## config.mk

```make
export PLATFORM = sky130hd
export DESIGN_NAME = can_txab_top
export DESIGN_NICKNAME = d
export VERILOG_FILES = /design/src/rtl/can_txab_pkg.sv /design/src/rtl/can_txab_slot.sv /design/src/rtl/can_txab_regif.sv /design/src/rtl/can_txab_top.sv
export SDC_FILE = /design/constraint.sdc
export NUM_CORES = 1
export LEC_CHECK = 0
export BUFFER_PORTS_ARGS = -buffer_cell sky130_fd_sc_hd__clkbuf_2
export CORE_UTILIZATION = 51
export CTS_CLUSTER_SIZE = 10
export DETAILED_ROUTE_END_ITERATION = 8
export PLACE_DENSITY = 0.82
export SYNTH_ARGS = -nofsm -noshare
export SYNTH_HDL_FRONTEND = slang
export SYNTH_SLANG_ARGS = --single-unit
```

## constraint.sdc

```tcl
create_clock -name clk -period 2.9 [get_ports clk]
set_input_delay 0.145 -clock clk [delete_from_list [all_inputs] [get_ports clk]]
set_output_delay 0.145 -clock clk [all_outputs]
set_load 0.005 [all_outputs]
```

## src/rtl/can_txab_pkg.sv

```systemverilog
package can_txab_pkg;
  localparam int NBUF      = 3;
  localparam int REG_W     = 8;
  localparam int HI_BASE   = 4;
  localparam logic ADDR_STAT = 1'b0;
  localparam logic ADDR_CTRL = 1'b1;
endpackage

```

## src/rtl/can_txab_slot.sv

```systemverilog
module can_txab_slot (
  input  logic clk,
  input  logic rst_n,
  input  logic soft_rst,
  input  logic sched,
  input  logic set_req,
  input  logic on_bus,
  input  logic done,
  output logic empty,
  output logic ack,
  output logic req
);
  logic empty_d, ack_d, req_d;

  always_comb begin
    empty_d = empty;
    ack_d   = ack;
    req_d   = req;
    if (soft_rst) begin
      empty_d = 1'b1;
      ack_d   = 1'b0;
      req_d   = 1'b0;
    end else if (done) begin
      empty_d = 1'b1;
      ack_d   = 1'b0;
      req_d   = 1'b0;
    end else if (req && !empty && !on_bus) begin
      empty_d = 1'b1;
      ack_d   = 1'b1;
      req_d   = 1'b0;
    end else if (sched && empty) begin
      empty_d = 1'b0;
      ack_d   = 1'b0;
      req_d   = 1'b0;
    end else if (set_req && !empty) begin
      req_d   = 1'b1;
    end
  end

  always_ff @(posedge clk or negedge rst_n) begin
    if (!rst_n) begin
      empty <= 1'b1;
      ack   <= 1'b0;
      req   <= 1'b0;
    end else begin
      empty <= empty_d;
      ack   <= ack_d;
      req   <= req_d;
    end
  end
endmodule

```

## src/rtl/can_txab_regif.sv

```systemverilog
module can_txab_regif
  import can_txab_pkg::*;
#(
  parameter int N = NBUF
) (
  input  logic             clk,
  input  logic             rst_n,
  input  logic             soft_rst,
  input  logic             cpu_wr,
  input  logic             cpu_addr,
  input  logic [REG_W-1:0] cpu_wdata,
  input  logic [N-1:0]     empty,
  input  logic [N-1:0]     ack,
  input  logic [N-1:0]     req,
  output logic [N-1:0]     sched,
  output logic [N-1:0]     set_req,
  output logic [N-1:0]     ie,
  output logic [REG_W-1:0] cpu_rdata
);
  logic             wr_stat, wr_ctrl, ie_en;
  logic [N-1:0]     ie_d;
  logic [REG_W-1:0] stat_word, ctrl_word;

  assign wr_stat = cpu_wr && (cpu_addr == ADDR_STAT) && !soft_rst;
  assign wr_ctrl = cpu_wr && (cpu_addr == ADDR_CTRL);
  assign ie_en   = wr_ctrl;
  assign ie_d    = cpu_wdata[N-1:0];

  always_comb begin
    sched     = '0;
    set_req   = '0;
    stat_word = '0;
    ctrl_word = '0;
    for (int i = 0; i < N; i++) begin
      sched[i]             = wr_stat && cpu_wdata[i];
      set_req[i]           = wr_ctrl && cpu_wdata[HI_BASE+i];
      stat_word[i]         = empty[i];
      stat_word[HI_BASE+i] = ack[i];
      ctrl_word[i]         = ie[i];
      ctrl_word[HI_BASE+i] = req[i];
    end
  end

  assign cpu_rdata = (cpu_addr == ADDR_CTRL) ? ctrl_word : stat_word;

  always_ff @(posedge clk or negedge rst_n) begin
    if (!rst_n) begin
      ie <= '0;
    end else if (ie_en) begin
      ie <= ie_d;
    end
  end
endmodule

```

## src/rtl/can_txab_top.sv

```systemverilog
module can_txab_top
  import can_txab_pkg::*;
(
  input  logic             clk,
  input  logic             rst_n,
  input  logic             soft_rst,
  input  logic             cpu_wr,
  input  logic             cpu_addr,
  input  logic [REG_W-1:0] cpu_wdata,
  output logic [REG_W-1:0] cpu_rdata,
  input  logic             tx_active,
  input  logic [1:0]       tx_buf,
  input  logic             tx_done,
  output logic             tx_irq
);
  logic [NBUF-1:0] empty, ack, req, ie, sched, set_req;

  can_txab_regif #(.N(NBUF)) u_regif (
    .clk(clk), .rst_n(rst_n), .soft_rst(soft_rst),
    .cpu_wr(cpu_wr), .cpu_addr(cpu_addr), .cpu_wdata(cpu_wdata),
    .empty(empty), .ack(ack), .req(req),
    .sched(sched), .set_req(set_req), .ie(ie), .cpu_rdata(cpu_rdata)
  );

  for (genvar g = 0; g < NBUF; g++) begin : g_slot
    logic on_bus;
    assign on_bus = tx_active && (tx_buf == 2'(g));
    can_txab_slot u_slot (
      .clk(clk), .rst_n(rst_n), .soft_rst(soft_rst),
      .sched(sched[g]), .set_req(set_req[g]),
      .on_bus(on_bus), .done(on_bus && tx_done),
      .empty(empty[g]), .ack(ack[g]), .req(req[g])
    );
  end

  assign tx_irq = |(empty & ie);
endmodule

```

======== Word-level counts from Yosys, hierarchy flattened ========
Cells that the tools add are included.
storage, ports and cells
  register bits ........................... 12
  input bits .............................. 17
  output and inout port bits .............. 9
  word-level logic and storage cells ...... 90
cells by class
  equality and inequality tests ........... 2
  multiplexer cells ....................... 34
  bitwise logic cells ..................... 2
  reductions and logical operators ........ 42
operators with widths
  cell                                                              number
  1-bit two-way mux                                                 33
  1-bit logical AND                                                 27
  5-bit nonzero test                                                3
  4-bit nonzero test                                                3
  1-bit zero test                                                   7
  7-bit two-way mux                                                 1
  3-bit AND                                                         1
  3-bit OR reduction                                                1
  2-bit by 1-bit == test with 1-bit output (second input constant)  1
  2-bit == test (second input constant)                             1
  2-bit zero test                                                   1
  1-bit inverter                                                    1

======== Longest topological paths before layout ========
Gate-level depths: netlist of run 1.
  depth after elaboration ................. 9
  depth in mapped cells ................... 4
  depth with buffers taken out ............ 3

======== Hierarchy ========
Synthesis of run 1 repeated with hierarchy kept, for this count alone.
second synthesis, totals
  cell total of the unflattened synthesis .. 72
  area, all modules ....................... 755.7 µm²
by module, submodules not included
  module          instances  cells each  area each (µm²)  sequential area each (µm²)
  can_txab_slot   3          13          142.6            76.3
  can_txab_regif  1          24          265.3            75.1
  can_txab_top    1          9           62.6             0.0

======== Worst setup path before layout of run 1 ========
No wires, ideal clock.
  path kind ............................... register to register
  start ................................... register g_slot[2].u_slot.empty
  end ..................................... register g_slot[2].u_slot.empty
  library setup time ...................... 0.082 ns
  arrival ................................. 0.936 ns
  required time ........................... 2.818 ns
  slack ................................... 1.882 ns
  cell stages (with the launch flop) ...... 4
  buffers on the path ..................... 0
  period minus slack after synthesis ...... 1.018 ns
  path through ............................ dfstp_2 inv_1 and3_1 a211o_1
between the ends
  longest elaborated chain between the ends .. 6
  elaborated cells between the ends (all ways) .. 8
  classes of those cells .................. 3 x mux; 5 x reduce/logical
ends and longest elaborated chain
  item                             line                 RTL
  from (decl)                      can_txab_slot.sv:9   output logic empty,
  from (signal assigned)           can_txab_slot.sv:46  empty <= empty_d;
  1-bit zero test                  can_txab_slot.sv:27  end else if (req && !empty && !on_bus) begin
  1-bit logical AND (2 in series)  can_txab_slot.sv:27
  1-bit two-way mux                can_txab_slot.sv:27
  1-bit two-way mux                can_txab_slot.sv:23  end else if (done) begin
  1-bit two-way mux                can_txab_slot.sv:19  if (soft_rst) begin
Several ways; a longest one is shown, not always the timed one.
A chain may end at the register's enable or synchronous reset.

======== Worst setup path after layout of run 1 ========
  start ................................... register g_slot[2].u_slot.empty
  end ..................................... output cpu_rdata[2]
between the ends
  longest elaborated chain between the ends .. 1
ends and longest elaborated chain
  item               line                  RTL
  7-bit two-way mux  can_txab_regif.sv:44  assign cpu_rdata = (cpu_addr == ADDR_CTRL) ? ctrl_word : stat_word;
  to (decl)          can_txab_top.sv:10    output logic [REG_W-1:0] cpu_rdata,
No other way between the ends.

==> results.txt, run 1 <==
Max IR drop VDD: 0.000397 V
Nets: 113
RSZ-0062 raised after global routing: no
Worst setup startpoint: g_slot[2].u_slot.empty
Post-synthesis sequential area ratio: 0.422
Place WS: 1.63 ns
Worst min-delay path class: in2reg
R2R setup slack: 1.78 ns
CTS max path bufs: 2
Initial drt markers: 25
Mapped cell area: 721 um^2
CP max-delay cell: dfstp_2
Critical Path Max Stage Delay: 0.56 ns
Synth area leader: dfrtp_1
Clock-pin transition on the worst setup and hold timing paths: 0.08 ns
Die ar.: 1570 um^2
H-tree depth: 1
Critical Path, Cell by Cell: inv_1 > o21ai_0 > clkbuf_2
Most common cell after layout, fill and taps aside: clkbuf_2
Worst r2r path cells: 3
Number of clock sinks: 12
Ranking of synthesized cells by area: dfrtp_1, dfstp_2, mux2_2, nand2_1, a211o_1
Crit Path Class: reg2out
Tot GR Track Use: 0.271
Sequential Area: 304 um^2
Antenna Violating Nets Remaining: 0
Synth unique cells: 35
Post-Route Skew: 0.00412 ns
Total congestion overflow: 0
Fin. Hold Viols: 0
Crit path max fanout: 4
Seq cells post-synth: 12
FMAX: 0.758 GHz
Post-route DRC: 0
First-pass GRT wire length: 2730 um
CTS resizes: 0
Reg2Reg Launch Point: g_slot[2].u_slot.empty
# rows: 13
Largest net degree at the start of global routing: 13
Static leakage: 0.000395 uW
Synth top area share: 0.313
Via density: 6.05
Layout area overhead: 19.6%
Die height: 39.6 um
Die span in x: 39.6 um
Worst Path Required: 2.76 ns
Ys flop type: dfrtp_1
Share of layout cells above drive strength 1: 0.368
TNS Setup: 0 ns
WL final: 1720 um
Ys async rst share: 1.00
ANT cells: 0
Status: complete, no violations
Fillers: 104
Worst setup EP type: primary output
Initial antenna violation count: 0
Syn avg cell area: 10.2 um^2
Max-Cap Viols: 0
Initial core utilization: 0.554
Pre-antenna DRT Iters: 4
Final worst slack: 1.58 ns
Worst R2R End: g_slot[2].u_slot.req
Clock Latency Late Sink: 0.27 ns
Critical path arrival: 1.17 ns
IO Count: 26
Root Driver: clkbuf_4
Syn Inst Count: 71
Startpoint Class: flop
Multi-input logic area: 379 um^2
Period utilization: 0.455
I/O Buffers: 21
Core area: 1300 um^2
Most frequent cells in the layout: clkbuf_2, dfrtp_1, nand2_1, inv_1, mux2_2
Fin crit period: 1.32 ns
TritonCTS buffer count: 3
PwrDens: 410 nW/um^2
Critical path endpoint: cpu_rdata[2]
Via Count: 666
Slew Viols, Final: 0
DP HPWL: 1280 um
CTS tree: done
Pwr Total: 353 uW
# Post-CTS Setup Buffers: 0
DR WL/cell: 15.6 um
Number of synthesis warnings: 0
GPL Wtd Cong: 0.870
Final setup fails: 0
Number of global-route vias before repair: 619
Post-synth EDFFs: 0
through the flow:
step	std cells	cell area [um^2]	hold slack, ns	util
finish	110	862	0.118	0.663
floorplan	72	724	-0.151	-
global route	110	862	0.113	0.663
detailed placement	105	826	0.0463	0.635
global placement	105	826	0.0421	0.635
CTS	110	862	0.120	0.663
routing by layer:
metal / global-route usage / vias to the layer above / routed length (um) / part of all wire
li1: - / 314 / - / -
met1: 0.319 / 318 / 765 / 0.45
met2: 0.426 / 26 / 811 / 0.47
met3: 0.0909 / 8 / 71 / 0.041
met4: 0.147 / 0 / 68 / 0.040
met5: 0 / - / 0 / 0
logic make-up (layout without fill, tap and decap cells):
group	Yosys count	after routing	synth area share
DFF	12	12	0.422
buffers and inverters	8	31	0.0573
AOI/OAI and AO/OA	18	18	0.196
other	1	2	0.00520
muxes	7	7	0.109
and+or+nand+nor	25	25	0.210
registers in the layout, summed over array words and instances, names as in the netlist:
register,count
g_slot.u_slot.empty,3
u_regif.ie,3
g_slot.u_slot.ack,3
g_slot.u_slot.req,3
synth_stat cells (2+ instances only):
| cell | instances |
|---|---|
| dfrtp_1 | 9 |
| nand2_1 | 8 |
| inv_1 | 5 |
| mux2_2 | 5 |
| a211o_1 | 3 |
| buf_4 | 3 |
| dfstp_2 | 3 |
| a311oi_1 | 2 |
| a31oi_1 | 2 |
| mux2_1 | 2 |
| nand3_1 | 2 |
| nor3b_1 | 2 |
| nor3b_2 | 2 |
| o21ai_0 | 2 |
worst min-delay path by stage:
| stage | from | end | slack (ns) | depth (start not counted) |
|---|---|---|---|---|
| after floorplan | rst_n | g_slot[0].u_slot.ack | -0.15 | 0 |
| after global placement | rst_n | g_slot[0].u_slot.ack | 0.04 | 1 |
| after detailed placement | rst_n | g_slot[0].u_slot.req | 0.05 | 1 |
| after CTS | cpu_wdata[2] | u_regif.ie[2] | 0.12 | 2 |
| after global routing | cpu_wdata[2] | u_regif.ie[2] | 0.11 | 2 |
| final | cpu_wdata[2] | u_regif.ie[2] | 0.12 | 2 |
report_power, final:
part | total [uW] | internal, uW | switching (uW)
Sequential | 183 | 176 | 7.13
Clock | 109 | 53.3 | 55.8
Combinational | 60.7 | 28.4 | 32.3
what timing repair did:
item,CTS,global route
endpoints found under the hold margin,9,0
hold buffers,1,0
setup endpoints to repair,0,0
worst max-delay path: cells and delay by family (launching register included):
kind	cells	cell delay, ns
buf+inv	2	0.20
flops	1	0.56
compound gates	1	0.14
area by class of cell:
type	count	area share
well taps	15	0.0218
flip-flops and latches	12	0.353
multi-input cells	52	0.440
repair buffers	22	0.134
clock buffers	4	0.0305
inverters	5	0.0218
(Power assumes the default switching activity.)
==> inputs of run 2 (changes only) <==
- CORE_UTILIZATION: 51 -> 42
- PLACE_DENSITY: 0.82 -> 0.72
- clock period: 2.9 -> 1.2 ns (I/O delays scaled with it)
==> run 2 against run 1 <==
Compared with the run above: the run now ends with DRC left; global-route usage fell by 5.7 points; register-to-register slack got worse by 1.7 ns; via count fell by 3.6%; clock-buffer cell count did not move; final cell count rose by 7.3%; first-iteration DRC count fell by 64%; non-clock buffer count rose by 7; hold slack got worse by 0.072 ns; combinational power rose to 2.8 times the previous value; largest power group unchanged; highest routed layer unchanged.
==> results.txt, run 2 (synthesis gave the netlist of run 1 again) <==
GPL Wtd Cong: 0.830
Crit Path Class: reg2out
Period utilization: 1.00
H-tree depth: 1
Fin. Hold Viols: 0
Critical path arrival: 1.14 ns
Largest net degree at the start of global routing: 13
WL final: 1660 um
Critical Path Max Stage Delay: 0.38 ns
DR WL/cell: 14.1 um
Initial antenna violation count: 0
Crit path max fanout: 3
ANT cells: 0
Most frequent cells in the layout: clkbuf_2, dfrtp_1, nand2_1, buf_4, mux2_2
TritonCTS buffer count: 3
FMAX: 0.834 GHz
Die ar.: 1890 um^2
Pre-antenna DRT Iters: 6
Antenna Violating Nets Remaining: 0
DP HPWL: 1220 um
Die span in x: 43.4 um
Max-Cap Viols: 0
IO Count: 26
Startpoint Class: flop
Max IR drop VDD: 0.000626 V
Initial core utilization: 0.462
Via Count: 642
Nets: 120
Fin crit period: 1.20 ns
Post-Route Skew: 0.0141 ns
Slew Viols, Final: 0
Via density: 5.44
I/O Buffers: 21
Post-route DRC: 2
Core area: 1560 um^2
Worst min-delay path class: in2reg
RSZ-0062 raised after global routing: yes
Initial drt markers: 9
Most common cell after layout, fill and taps aside: clkbuf_2
First-pass GRT wire length: 2940 um
PwrDens: 944 nW/um^2
Final setup fails: 0
# rows: 14
CTS max path bufs: 2
Number of clock sinks: 12
Tot GR Track Use: 0.214
Clock-pin transition on the worst setup and hold timing paths: 0.08 ns
Pwr Total: 874 uW
TNS Setup: 0 ns
Critical Path, Cell by Cell: a222oi_1 > inv_1 > clkbuf_2
Total congestion overflow: 0
Clock Latency Late Sink: 0.27 ns
Share of layout cells above drive strength 1: 0.441
Final hold slack: 0.0467 ns
Die height: 43.4 um
Layout area overhead: 28.5%
Status: finished, violations left
Failing checks: DRC
Number of global-route vias before repair: 666
CP max-delay cell: dfstp_2
Static leakage: 0.000428 uW
Worst setup EP type: primary output
CTS tree: done
Root Driver: clkbuf_4
Worst Path Required: 1.14 ns
-- run 2: changes by cell type in the layout (fill, tap and decap cells not counted), sizes merged --
cell	before	now
buf	0	8
clkbuf	25	24
-- run 2: per-stage QoR --
step                instance area [um^2]  std cells  utilization  worst slack, ns
floorplan                            724         72            -            0.182
global placement                     835        107        0.535            0.140
detailed placement                   835        107        0.535            0.121
CTS                                  893        115        0.573          -0.0231
global route                         926        118        0.594          -0.0995
finish                               926        118        0.594         0.000504
-- run 2: final timing paths --
kind / to / cells after the start / slack (ns) / start
max in group asynchronous: g_slot[1].u_slot.empty / 2 / 0.68 / rst_n
max: tx_irq / 3 / 0.0005 / g_slot[2].u_slot.empty
min in group asynchronous: g_slot[0].u_slot.ack / 2 / 0.21 / rst_n
min reg2reg: g_slot[0].u_slot.ack / 1 / 0.49 / g_slot[0].u_slot.ack
max reg2reg: g_slot[0].u_slot.req / 4 / 0.07 / g_slot[0].u_slot.empty
min: g_slot[0].u_slot.req / 3 / 0.05 / cpu_wdata[4]
-- run 2: critical path, delay by kind of cell, from the launching register on --
| kind | cells | cell delay, ns |
|---|---|---|
| compound gates | 1 | 0.32 |
| buf+inv | 2 | 0.18 |
| flops | 1 | 0.38 |
-- run 2: layout make-up --
class,instances,area (um^2)
flip-flops and latches,12,304
fillers,151,633
clock buffers,4,26.3
well taps,16,20.0
repair buffers,29,168
multi-input cells,52,389
inverters,5,18.8
-- run 2: what timing repair did --
item,CTS,global route
endpoints found under the hold margin,12,0
hold buffers,1,0
setup endpoints to repair,2,4
pin swaps,1,1
gates resized for setup,1,4
buffers inserted,3,3
-- run 2: routing by layer --
layer,part of all wire,GRT usage,vias to the layer above
met4,0.0084,0.113,0
met2,0.47,0.333,22
met3,0.052,0.0292,2
met5,0,0,-
li1,-,-,323
met1,0.46,0.290,295
-- run 2: power breakdown --
part | switching [uW] | internal (uW) | total (uW)
Clock | 135 | 129 | 263
Sequential | 14.0 | 426 | 440
Combinational | 86.0 | 85.3 | 171
Total | 234 | 640 | 874
==> inputs of run 3 (changes only) <==
- CORE_UTILIZATION: 42 -> 51
- GPL_TIMING_DRIVEN: default -> 0
- PLACE_DENSITY: 0.72 -> 0.82
- clock period: 1.2 -> 1.55 ns (I/O delays scaled with it)
==> run 3 against run 2 <==
Compared with the run above: the run now ends clean; clock power hardly changed; flip-flop and latch count stayed put; critical endpoint is now cpu_rdata[2]; via count increased by 9.3%; die area down 17%; global-route usage grew 6.4 points; first-iteration DRC count increased by 56%.
==> results.txt, run 3 (synthesis gave the netlist of run 1 again) <==
Die span in x: 39.6 um
IO Count: 26
Share of layout cells above drive strength 1: 0.398
# rows: 13
Combinational cell fraction of total power: 0.165
ANT cells: 0
Most common cell after layout, fill and taps aside: clkbuf_2
Final setup fails: 0
CTS tree: done
Clock-pin transition on the worst setup and hold timing paths: 0.08 ns
Final hold slack: 0.0381 ns
Clock Latency Late Sink: 0.28 ns
Total congestion overflow: 0
TritonCTS buffer count: 3
PwrDens: 811 nW/um^2
Via density: 6.21
Worst min-delay path class: in2reg
Fin crit period: 1.30 ns
Fillers: 111
CP max-delay cell: dfstp_2
Root Driver: clkbuf_4
Status: complete, no violations
GPL Wtd Cong: 0.784
Place WS: 0.458 ns
CTS max path bufs: 2
Post-Route Skew: 0.000684 ns
Slew Viols, Final: 0
Critical Path Max Stage Delay: 0.57 ns
Max IR drop VDD: 0.000532 V
Switching share of total power: 0.268
Crit path max fanout: 4
TNS Setup: 0 ns
Sw Pwr: 194 uW
Worst Path Required: 1.47 ns
Number of clock sinks: 12
H-tree depth: 1
Antenna Violating Nets Remaining: 0
Period utilization: 0.837
Multi-input logic area: 379 um^2
Via Count: 702
P_int: 531 uW
CTS resizes: 0
Pre-antenna DRT Iters: 4
Share of power burned in registers: 0.473
Static leakage: 0.000417 uW
WL final: 1820 um
I/O Buffers: 21
Number of global-route vias before repair: 627
Die height: 39.6 um
Sequential Area: 304 um^2
DR WL/cell: 16.1 um
Fin. Hold Viols: 0
Placed Area: 848 um^2
Most frequent cells in the layout: clkbuf_2, dfrtp_1, nand2_1, inv_1, mux2_2
Final worst slack: 0.252 ns
Die ar.: 1570 um^2
Max-Cap Viols: 0
Initial core utilization: 0.554
Initial drt markers: 14
Critical path arrival: 1.22 ns
Post-route DRC: 0
FMAX: 0.770 GHz
Crit Path Class: reg2out
Largest net degree at the start of global routing: 13
Finished Cell Area: 895 um^2
DP HPWL: 1310 um
Clock power frac: 0.361
Initial antenna violation count: 0
Tot GR Track Use: 0.278
Startpoint Class: flop
RSZ-0062 raised after global routing: no
Layout area overhead: 24.1%
Core area: 1300 um^2
First-pass GRT wire length: 2750 um
Nets: 116
Worst setup EP type: primary output
Critical Path, Cell by Cell: inv_1 > o21ai_0 > clkbuf_2
run 3: power by group through the flow:
stage	clock [uW]	combinational (uW)	sequential, uW
floorplan	0	61.3	344
detailed placement	0	116	348
global placement	0	113	347
CTS	264	119	343
finish	262	120	343
global route	274	133	345
run 3: metrics by stage:
step                      instances  utilization  power, uW
after floorplan                  72            -        406
after global placement          108        0.652        460
after detailed placement        108        0.652        464
after CTS                       113        0.688        725
after global routing            113        0.688        752
final                           113        0.688        725
run 3: layout make-up:
class	instances	area share
tap	15	0.0210
sequential	12	0.340
multi-input combinational	52	0.424
inverter	5	0.0210
clock buffer	4	0.0406
timing repair buffer	22	0.129
buffer	3	0.0252
run 3: critical path, delay by kind of cell (launching register included):
family | cells | cell delay, ns
buf+inv | 2 | 0.21
flops | 1 | 0.57
compound gates | 1 | 0.15
run 3: path summary, 6_finish.rpt:
kind / start / endpoint / slack, ns / depth (start not counted)
min reg2reg: g_slot[1].u_slot.ack / g_slot[1].u_slot.ack / 0.51 / 1
max: g_slot[2].u_slot.empty / cpu_rdata[2] / 0.25 / 3
min in group asynchronous: rst_n / g_slot[2].u_slot.ack / 0.21 / 2
min: cpu_wdata[2] / u_regif.ie[2] / 0.04 / 2
max reg2reg: g_slot[2].u_slot.empty / g_slot[2].u_slot.empty / 0.40 / 3
max in group asynchronous: rst_n / g_slot[1].u_slot.empty / 1.05 / 2
run 3: layer usage:
layer / wire, um / track usage
met1: 718 / 0.294
met2: 912 / 0.475
met3: 142 / 0.0739
met4: 42 / 0.181
met5: 0 / 0
run 3: repair_timing:
item                      in CTS  in global routing
hold buffers                   1                  0
hold endpoints to repair      12                  0
setup buffers                  0                  0
